File: src/rtl/pio_pkg.sv
`timescale 1ns/1ps
package pio_pkg;
  // Register word index = byte offset / 4
  typedef enum logic [2:0] {
    SEL_DIR  = 3'd0,
    SEL_DATA = 3'd1,
    SEL_IEN  = 3'd2,
    SEL_CHG  = 3'd3,
    SEL_MASK = 3'd4,
    SEL_TYPE = 3'd5,
    SEL_NONE = 3'd6
  } regSel_e;

  typedef struct packed {
    logic    wrDir;
    logic    wrData;
    logic    wrIen;
    logic    wrChg;
    logic    wrMask;
    logic    wrType;
    regSel_e rdSel;
  } pioStrobe_t;
endpackage

File: src/rtl/pio_ctrl.sv
`timescale 1ns/1ps
module pio_ctrl #(
  parameter int ADDR_W = 5
) (
  input  logic                   busEn,
  input  logic                   busWr,
  input  logic [ADDR_W-1:0]      busAddr,
  output pio_pkg::pioStrobe_t    strb
);
  import pio_pkg::*;

  localparam int WORD_W = ADDR_W - 2;
  localparam int NUM_REGS = 6;

  logic [WORD_W-1:0] word;
  logic              unusedAddrBits;
  regSel_e           sel;
  logic              wrAcc;

  assign word           = busAddr[ADDR_W-1:2];
  assign unusedAddrBits = ^busAddr[1:0];
  assign wrAcc          = busEn & busWr;

  always_comb begin
    sel = SEL_NONE;
    if (word < WORD_W'(NUM_REGS)) sel = regSel_e'(word[2:0]);
  end

  always_comb begin
    strb.rdSel  = sel;
    strb.wrDir  = wrAcc && (sel == SEL_DIR);
    strb.wrData = wrAcc && (sel == SEL_DATA);
    strb.wrIen  = wrAcc && (sel == SEL_IEN);
    strb.wrChg  = wrAcc && (sel == SEL_CHG);
    strb.wrMask = wrAcc && (sel == SEL_MASK);
    strb.wrType = wrAcc && (sel == SEL_TYPE);
  end
endmodule

File: src/rtl/pio_datapath.sv
`timescale 1ns/1ps
module pio_datapath #(
  parameter int NUM_LINES   = 12,
  parameter int SYNC_STAGES = 2
) (
  input  logic                 clk,
  input  logic                 rstN,
  input  pio_pkg::pioStrobe_t  strb,
  input  logic [31:0]          wdata,
  input  logic [NUM_LINES-1:0] pinIn,
  output logic [31:0]          rdata,
  output logic [NUM_LINES-1:0] pinOut,
  output logic [NUM_LINES-1:0] pinOe,
  output logic [NUM_LINES-1:0] chgVec,
  output logic [NUM_LINES-1:0] ienVec,
  output logic                 irq
);
  import pio_pkg::*;

  localparam int NL = NUM_LINES;

  logic [SYNC_STAGES-1:0][NL-1:0] syncPipe;
  logic [NL-1:0] pinSync, prevPin, edgeHit;
  logic [NL-1:0] dirReg, outReg, ienReg, chgReg, maskReg, typeReg;
  logic [NL-1:0] wd, readLines;

  assign wd = wdata[NL-1:0];

  generate
    if (NL < 32) begin : gUnusedHigh
      logic unusedHighBits;
      assign unusedHighBits = ^wdata[31:NL];
    end
  endgenerate

  // Input synchroniser and previous-value register for edge detection
  always_ff @(posedge clk) begin
    if (!rstN) begin
      syncPipe <= '0;
      prevPin  <= '0;
    end else begin
      syncPipe <= {syncPipe[SYNC_STAGES-2:0], pinIn};
      prevPin  <= pinSync;
    end
  end

  assign pinSync = syncPipe[SYNC_STAGES-1];
  assign edgeHit = (pinSync ^ prevPin) & ~dirReg;

  always_ff @(posedge clk) begin
    if (!rstN) begin
      dirReg  <= '0;
      outReg  <= '0;
      ienReg  <= '0;
      chgReg  <= '0;
      maskReg <= '1;
      typeReg <= '1;
    end else begin
      if (strb.wrDir)  dirReg  <= wd;
      if (strb.wrData) outReg  <= (outReg & ~maskReg) | (wd & maskReg);
      if (strb.wrIen)  ienReg  <= wd;
      if (strb.wrMask) maskReg <= wd;
      if (strb.wrType) typeReg <= wd;
      // a fresh edge wins over an acknowledge in the same cycle
      chgReg <= (chgReg & ~(strb.wrChg ? wd : '0)) | edgeHit;
    end
  end

  always_comb begin
    case (strb.rdSel)
      SEL_DIR:  readLines = dirReg;
      SEL_DATA: readLines = (dirReg & outReg) | (~dirReg & pinSync);
      SEL_IEN:  readLines = ienReg;
      SEL_CHG:  readLines = chgReg;
      SEL_MASK: readLines = maskReg;
      SEL_TYPE: readLines = typeReg;
      default:  readLines = '0;
    endcase
  end

  assign rdata  = 32'(readLines);
  assign pinOut = outReg;
  assign pinOe  = dirReg;
  assign chgVec = chgReg;
  assign ienVec = ienReg;
  assign irq    = |(chgReg & ienReg);
endmodule

File: src/rtl/pio_bank.sv
`timescale 1ns/1ps
module pio_bank #(
  parameter int NUM_LINES   = 12,
  parameter int SYNC_STAGES = 2,
  parameter int ADDR_W      = 5
) (
  input  logic                 clk,
  input  logic                 rstN,
  input  logic                 busEn,
  input  logic                 busWr,
  input  logic [ADDR_W-1:0]    busAddr,
  input  logic [31:0]          busWdata,
  output logic [31:0]          busRdata,
  input  logic [NUM_LINES-1:0] pinIn,
  output logic [NUM_LINES-1:0] pinOut,
  output logic [NUM_LINES-1:0] pinOe,
  output logic                 irqOut
);
  import pio_pkg::*;

  pioStrobe_t           strb;
  logic [NUM_LINES-1:0] chgVec, ienVec;

  pio_ctrl #(.ADDR_W(ADDR_W)) u_ctrl (
    .busEn(busEn), .busWr(busWr), .busAddr(busAddr), .strb(strb)
  );

  pio_datapath #(.NUM_LINES(NUM_LINES), .SYNC_STAGES(SYNC_STAGES)) u_dp (
    .clk(clk), .rstN(rstN), .strb(strb), .wdata(busWdata), .pinIn(pinIn),
    .rdata(busRdata), .pinOut(pinOut), .pinOe(pinOe),
    .chgVec(chgVec), .ienVec(ienVec), .irq(irqOut)
  );
endmodule

File: config.mk
export PLATFORM = sky130hd
export DESIGN_NAME = pio_bank
export DESIGN_NICKNAME = d
export VERILOG_FILES = /design/src/rtl/pio_pkg.sv /design/src/rtl/pio_ctrl.sv /design/src/rtl/pio_datapath.sv /design/src/rtl/pio_bank.sv
export SDC_FILE = /design/constraint.sdc
export NUM_CORES = 1
export LEC_CHECK = 0
export ABC_AREA = 1
export BUFFER_PORTS_ARGS = -buffer_cell sky130_fd_sc_hd__buf_2
export CAP_MARGIN = 10
export CORE_MARGIN = 10
export CORE_UTILIZATION = 25
export DETAILED_ROUTE_END_ITERATION = 10
export PLACE_DENSITY = 0.4
export SYNTH_ARGS = -nofsm -noshare
export SYNTH_HDL_FRONTEND = slang
export SYNTH_SLANG_ARGS = --single-unit
File: constraint.sdc
create_clock -name clk -period 2.37 [get_ports clk]
set_input_delay 0.5925 -clock clk [delete_from_list [all_inputs] [get_ports clk]]
set_output_delay 0.5925 -clock clk [all_outputs]
set_load 0.02 [all_outputs]
==> results by group, run 1 <==
Pwr
  • Leak: 2.94 nW
  • Power density cells: 661 nW/µm²
  • Max VDD drop: 0.000357 V

Logic synthesis
  • #FFs+latches synth: 108
  • Mapped Avg Cell Area: 6.66 µm²
  • EDFF count, synth: 0
  • Ys async rst share: 0%
  • Distinct cell type count after synthesis: 22
  • Seq/Total Area, Yosys: 44.5%
  • Synth warn: 0
  • Post-synth top flop: dfxtp_1
  • Cell area after synthesis: 4860 µm²
  • Post-Syn Instances: 730

Global routing
  • Global route overflow: 0
  • First-pass GRT wire length: 23.8 mm
  • Initial antenna violation count: 0
  • All-layer global routing usage: 11.9%
  • Vias in the first global route: 4090
  • Largest net degree at the start of global routing: 61

Clocking
  • CTS H-tree depth: 3
  • CTS Sinks: 108
  • Longest Clk Path Bufs: 2
  • Root Buffer Master: clkbuf_16
  • # hold bufs at CTS: 0
  • Number of CTS-inserted buffers: 9
  • Clock latency on the worst-skew pair: 0.36 ns
  • Worst-path clk slew: 0.08 ns
  • Clock tree from TritonCTS: done

Worst setup path
  • Largest fanout on the critical path: 12
  • Worst Path Required: 1.78 ns
  • WS Path Type: in -> out
  • Path depth of the worst reg2reg path: 3
  • Register-to-register setup slack: 1.55 ns
  • R2R Path Start: u_dp.pinSync[10]
  • Worst Setup End Kind: primary output
  • CP Launch Type: input pin
  • Reg2Reg Capture Point: u_dp.chgVec[10]
  • WP data arrival: 1.67 ns

STA
  • Final Setup Violations: 0
  • Final hold viol count: 0
  • Post-route setup slack: 0.111 ns
  • Fin Hold WS: 0.403 ns
  • Post-Route Setup TNS: 0 ns
  • Period utilisation layout: 95.3%
  • Clock Skews: 0.00937 ns
  • Slew headroom: 58.9%
  • RSZ-0062 raised after global routing: false
  • Measured slew at the worst slew-check pin: 0.615 ns
  • Fin. max-slew vios: 0
  • Peak Freq: 443 MHz
  • Tmin final: 2.26 ns

Status
  • Status: finished clean

Placement
  • Setup WS pre-CTS: 0.0355 ns
  • HPWL Detailed: 10.7 mm
  • # port buffers: 67
  • RD Place Congestion: 0.762

Route
  • Final ANT Viol Nets: 0
  • DR iter-0 viols: 280
  • First drt pass iteration count: 4
  • Final WL: 15.2 mm
  • WL/cell: 14.3 µm
  • DRC Markers: 0
  • DR vias: 4376
  • Vias per cell: 4.11

Cells and area
  • Antenna diodes: 0
  • Nets: 852
  • Most frequent cells in the layout: nand2_1, dfxtp_1, inv_1, buf_2, o21ai_0
  • Commonest non-fill, non-tap cell in the layout: nand2_1
  • Fill cell count: 2150
  • Layout overhead on the synthesized area: 19.7%
  • Ratio of cells with drive above 1 in the final layout: 14.8%

Floorplanning
  • Std-Cell Rows: 50
  • Ports: 110
  • Core area: 18900 µm²
  • Die area: 25400 µm²
  • Die W: 159 µm
  • Initial core utilization: 25.7%
  • Die height: 159 µm

Worst hold path
  • Hold path startpoint: u_dp.syncPipe[2]
  • Hold worst-path end: u_dp.pinSync[2]
  • Min-delay worst type: reg -> reg
  • Hold Crit Depth: 2

Flow run
  • Max_cap viols: 0
cells in the mapped netlist, types with 2 or more instances:
cell type | instances | area, µm²
o21ai_1 | 4 | 20.0
nor2_1 | 50 | 188
nand4_1 | 16 | 100
a21oi_1 | 36 | 180
inv_1 | 103 | 387
nand2_1 | 255 | 957
nor2_4 | 2 | 22.5
buf_6 | 2 | 22.5
buf_2 | 13 | 65.1
o21ai_0 | 56 | 280
buf_4 | 23 | 173
inv_2 | 3 | 11.3
nand3_1 | 38 | 190
clkbuf_1 | 14 | 52.6
dfxtp_1 | 108 | 2160
power by group:
group	total, mW	switching [mW]	leakage [nW]	internal [mW]
combinational	0.418	0.282	1.92	0.136
sequential	1.91	0.0390	0.882	1.88
clock	1.52	0.739	0.135	0.779
total	3.85	1.06	2.94	2.79
stage by stage:
stage | instances | cell area (µm²) | utilization (%) | power, mW
finish | 1064 | 5820 | 30.8 | 3.85
global route | 1064 | 5820 | 30.8 | 4.03
CTS | 1064 | 5810 | 30.7 | 3.91
detailed placement | 1048 | 5520 | 29.2 | 2.38
global placement | 1048 | 5520 | 29.2 | 2.38
floorplan | 749 | 4930 | - | 2.23
worst max-delay path: stages:
cell and delay (ns):
buf_2 0.16, nor2_4 0.14, nand2_1 0.08, inv_1 0.10, buf_12 0.16, nand2_1 0.06
nand2_1 0.05, nor2_1 0.04, nand2_1 0.09, buf_2 0.18
logic make-up after synthesis:
group	synth area share [%]
AO/OA/AOI/OAI	9.88
buffers and inverters	14.7
flip-flops	44.5
other	0.0771
AND/OR/NAND/NOR	30.9
how the worst max path moves through the flow:
stage / cells past startpoint / startpoint / endpoint / slack, ns
CTS: 10 / busAddr[3] / busRdata[4] / 0.03
finish: 10 / busAddr[2] / busRdata[1] / 0.11
detailed placement: 10 / busAddr[3] / busRdata[4] / 0.04
global placement: 10 / busAddr[3] / busRdata[4] / 0.02
global route: 10 / busAddr[2] / busRdata[0] / 0.002
floorplan: 9 / busAddr[4] / busRdata[11] / 0.29
area by class of cell:
type	instances	area [µm²]	area share (%)
Tap cell	260	325	5.59
Clock inverter	4	32.5	0.559
Sequential cell	108	2160	37.1
Clock buffer	12	256	4.41
Multi-Input combinational cell	482	2060	35.4
Inverter	106	403	6.92
Timing Repair Buffer	92	581	9.97
what timing repair did:
| action | in CTS | in global routing |
|---|---|---|
| setup buffers | 0 | 0 |
| endpoints found under the setup margin | 0 | 12 |
| gates resized for setup | 0 | 7 |
metal layers:
metal	vias to the layer above	track usage (%)	share of wire, %
li1	2337	-	-
met1	1934	16.0	48
met2	91	18.2	45
met3	14	2.92	5.4
met4	0	4.25	1.6
met5	-	0	0
(Power assumes the default switching activity.)
==> run 2, diff against run 1 <==
--- a/config.mk
+++ b/config.mk
@@ -8,10 +8,12 @@
 export ABC_AREA = 1
 export BUFFER_PORTS_ARGS = -buffer_cell sky130_fd_sc_hd__buf_2
 export CAP_MARGIN = 10
+export CORE_ASPECT_RATIO = 0.5
 export CORE_MARGIN = 10
-export CORE_UTILIZATION = 25
+export CORE_UTILIZATION = 50
 export DETAILED_ROUTE_END_ITERATION = 10
-export PLACE_DENSITY = 0.4
+export PLACE_DENSITY = 0.72
+export SETUP_SLACK_MARGIN = 0.4
 export SYNTH_ARGS = -nofsm -noshare
 export SYNTH_HDL_FRONTEND = slang
 export SYNTH_SLANG_ARGS = --single-unit
==> run 2 against run 1 <==
  * Sequential power is essentially flat
  * Highest routed layer unchanged
  * Cell count decreased by 12%
  * Critical path depth is 2 lower
  * Worst hold slack improved by 0.0074 ns
  * Clock skew fell by 0.0058 ns
==> results by group, run 2 (same netlist as run 1, synthesis figures left out) <==
Status
  • Status: finished clean

Floorplanning
  • Initial core utilization: 51.5%
  • Die area: 14300 µm²
  • Ports: 110
  • Std-Cell Rows: 25
  • Die W: 159 µm
  • Die height: 89.7 µm
  • Core area: 9450 µm²

Global routing
  • All-layer global routing usage: 19.2%
  • Vias in the first global route: 4236
  • First-pass GRT wire length: 22.5 mm
  • Global route overflow: 0
  • Initial antenna violation count: 0
  • Largest net degree at the start of global routing: 31

Worst hold path
  • Min-delay worst type: in -> reg
  • Hold Crit Depth: 3
  • Hold path startpoint: pinIn[1]
  • Hold worst-path end: u_dp.syncPipe[1]

Route
  • DRC Markers: 0
  • Vias per cell: 4.95
  • WL/cell: 14.9 µm
  • Final ANT Viol Nets: 0
  • Final WL: 14.0 mm
  • DR vias: 4652
  • DR iter-0 viols: 544
  • First drt pass iteration count: 5

Clocking
  • CTS Sinks: 108
  • Number of CTS-inserted buffers: 9
  • Longest Clk Path Bufs: 2
  • Worst-path clk slew: 0.07 ns
  • # hold bufs at CTS: 0
  • Clock latency on the worst-skew pair: 0.36 ns
  • CTS H-tree depth: 3
  • Clock tree from TritonCTS: done
  • Root Buffer Master: clkbuf_16

STA
  • Clock Skews: 0.00355 ns
  • Slew headroom: 60.6%
  • Final hold viol count: 0
  • Peak Freq: 475 MHz
  • Period utilisation layout: 88.8%
  • Post-Route Setup TNS: 0 ns
  • Final Setup Violations: 0
  • RSZ-0062 raised after global routing: true
  • Measured slew at the worst slew-check pin: 0.591 ns
  • Tmin final: 2.11 ns
  • Fin. max-slew vios: 0

Cells and area
  • Ratio of cells with drive above 1 in the final layout: 19.5%
  • Antenna diodes: 0
  • Layout overhead on the synthesized area: 22.3%
  • Nets: 852
  • Commonest non-fill, non-tap cell in the layout: nand2_1
  • Most frequent cells in the layout: nand2_1, dfxtp_1, inv_1, buf_2, nor2_1

Worst setup path
  • R2R Path Start: u_dp.pinSync[7]
  • WS Path Type: in -> out
  • Largest fanout on the critical path: 7
  • Worst Path Required: 1.78 ns
  • Register-to-register setup slack: 1.49 ns
  • Reg2Reg Capture Point: u_dp.chgVec[7]
  • WP data arrival: 1.51 ns
  • Path depth of the worst reg2reg path: 3
  • Worst Setup End Kind: primary output
  • CP Launch Type: input pin

Pwr
  • Leak: 3.02 nW
  • Seq pwr share: 48.2%
  • Comb power frac: 11.8%
  • Max VDD drop: 0.000357 V
  • Sw Share: 26.9%
  • Clock Power Share: 40.0%
  • Tot Pwr: 3.99 mW
  • P_int: 2.92 mW
  • Power density cells: 672 nW/µm²
  • Psw: 1.08 mW

Flow run
  • Max_cap viols: 0

Placement
  • RD Place Congestion: 0.902
  • HPWL Detailed: 9.73 mm
  • # port buffers: 67
==> run 2: changes by cell type in the layout (fill, tap and decap cells not counted), moves of 4 or more <==
cell     before  now
nand2_4       0    4
buf_2        64   52
o21ai_1       4   11
o21ai_0      56   42
nand2_2       2   19
buf_6         0   14
nand2_1     254  233
buf_4        24   19
o21ai_2       0    7
==> run 2: what timing repair did <==
item / in CTS / in global routing
pin swaps: 13 / 8
endpoints found under the hold margin: 0 / 0
setup buffers: 2 / 0
gates resized for setup: 66 / 28
gates cloned: 2 / 0
setup endpoints to repair: 12 / 13
==> run 2: per-layer routing <==
metal | vias to the layer above | part of all wire, % | global-route usage [%] | wire length [µm]
li1 | 2337 | - | - | -
met1 | 2049 | 45 | 27.9 | 6270
met2 | 241 | 40 | 27.3 | 5600
met3 | 25 | 13 | 4.91 | 1880
met4 | 0 | 1.4 | 4.52 | 197
met5 | - | 0 | 0 | 0
==> run 2: worst max-delay path by stage <==
stage | end | slack, ns | depth (start not counted) | from
floorplan | busRdata[11] | 0.40 | 9 | busAddr[4]
global placement | busRdata[6] | 0.13 | 7 | busAddr[2]
detailed placement | busRdata[6] | 0.13 | 7 | busAddr[2]
CTS | busRdata[10] | 0.27 | 8 | busAddr[2]
global route | busRdata[8] | 0.19 | 8 | busAddr[3]
finish | busRdata[7] | 0.26 | 8 | busAddr[3]
==> run 2: power groups by stage <==
stage	registers (mW)	logic, mW	clock network (mW)
after detailed placement	1.96	0.404	0
after floorplan	1.96	0.285	0
after global routing	1.93	0.518	1.70
final	1.92	0.472	1.60
after CTS	1.92	0.454	1.61
after global placement	1.96	0.400	0
==> run 2: per-stage QoR <==
stage / cells / setup WS, ns / utilization, % / hold WS, ns / area, µm²
final: 939 / 0.264 / 63.0 / 0.410 / 5950
after global routing: 939 / 0.188 / 63.0 / 0.421 / 5950
after CTS: 939 / 0.273 / 62.2 / 0.405 / 5880
after detailed placement: 919 / 0.132 / 56.7 / 0.395 / 5350
after global placement: 919 / 0.134 / 56.7 / 0.393 / 5350
after floorplan: 749 / 0.396 / - / 0.390 / 5010
==> run 2: cell type report <==
type                       instances  area, µm²
clock buffer                      10        239
fill                             862       3500
timing repair buffer              91        681
timing repair inverter             1       8.76
multi-input combinational        482       2180
inverter                         106        425
clock inverter                     6       78.8
tap                              135        169
sequential                       108       2170
==> run 2: worst max-delay path, cell delays in order <==
cell     delay (ns)
buf_12         0.11
nor2_4         0.17
nand2_4        0.13
buf_12         0.17
o21ai_2        0.10
inv_1          0.05
nand2_2        0.06
buf_6          0.12
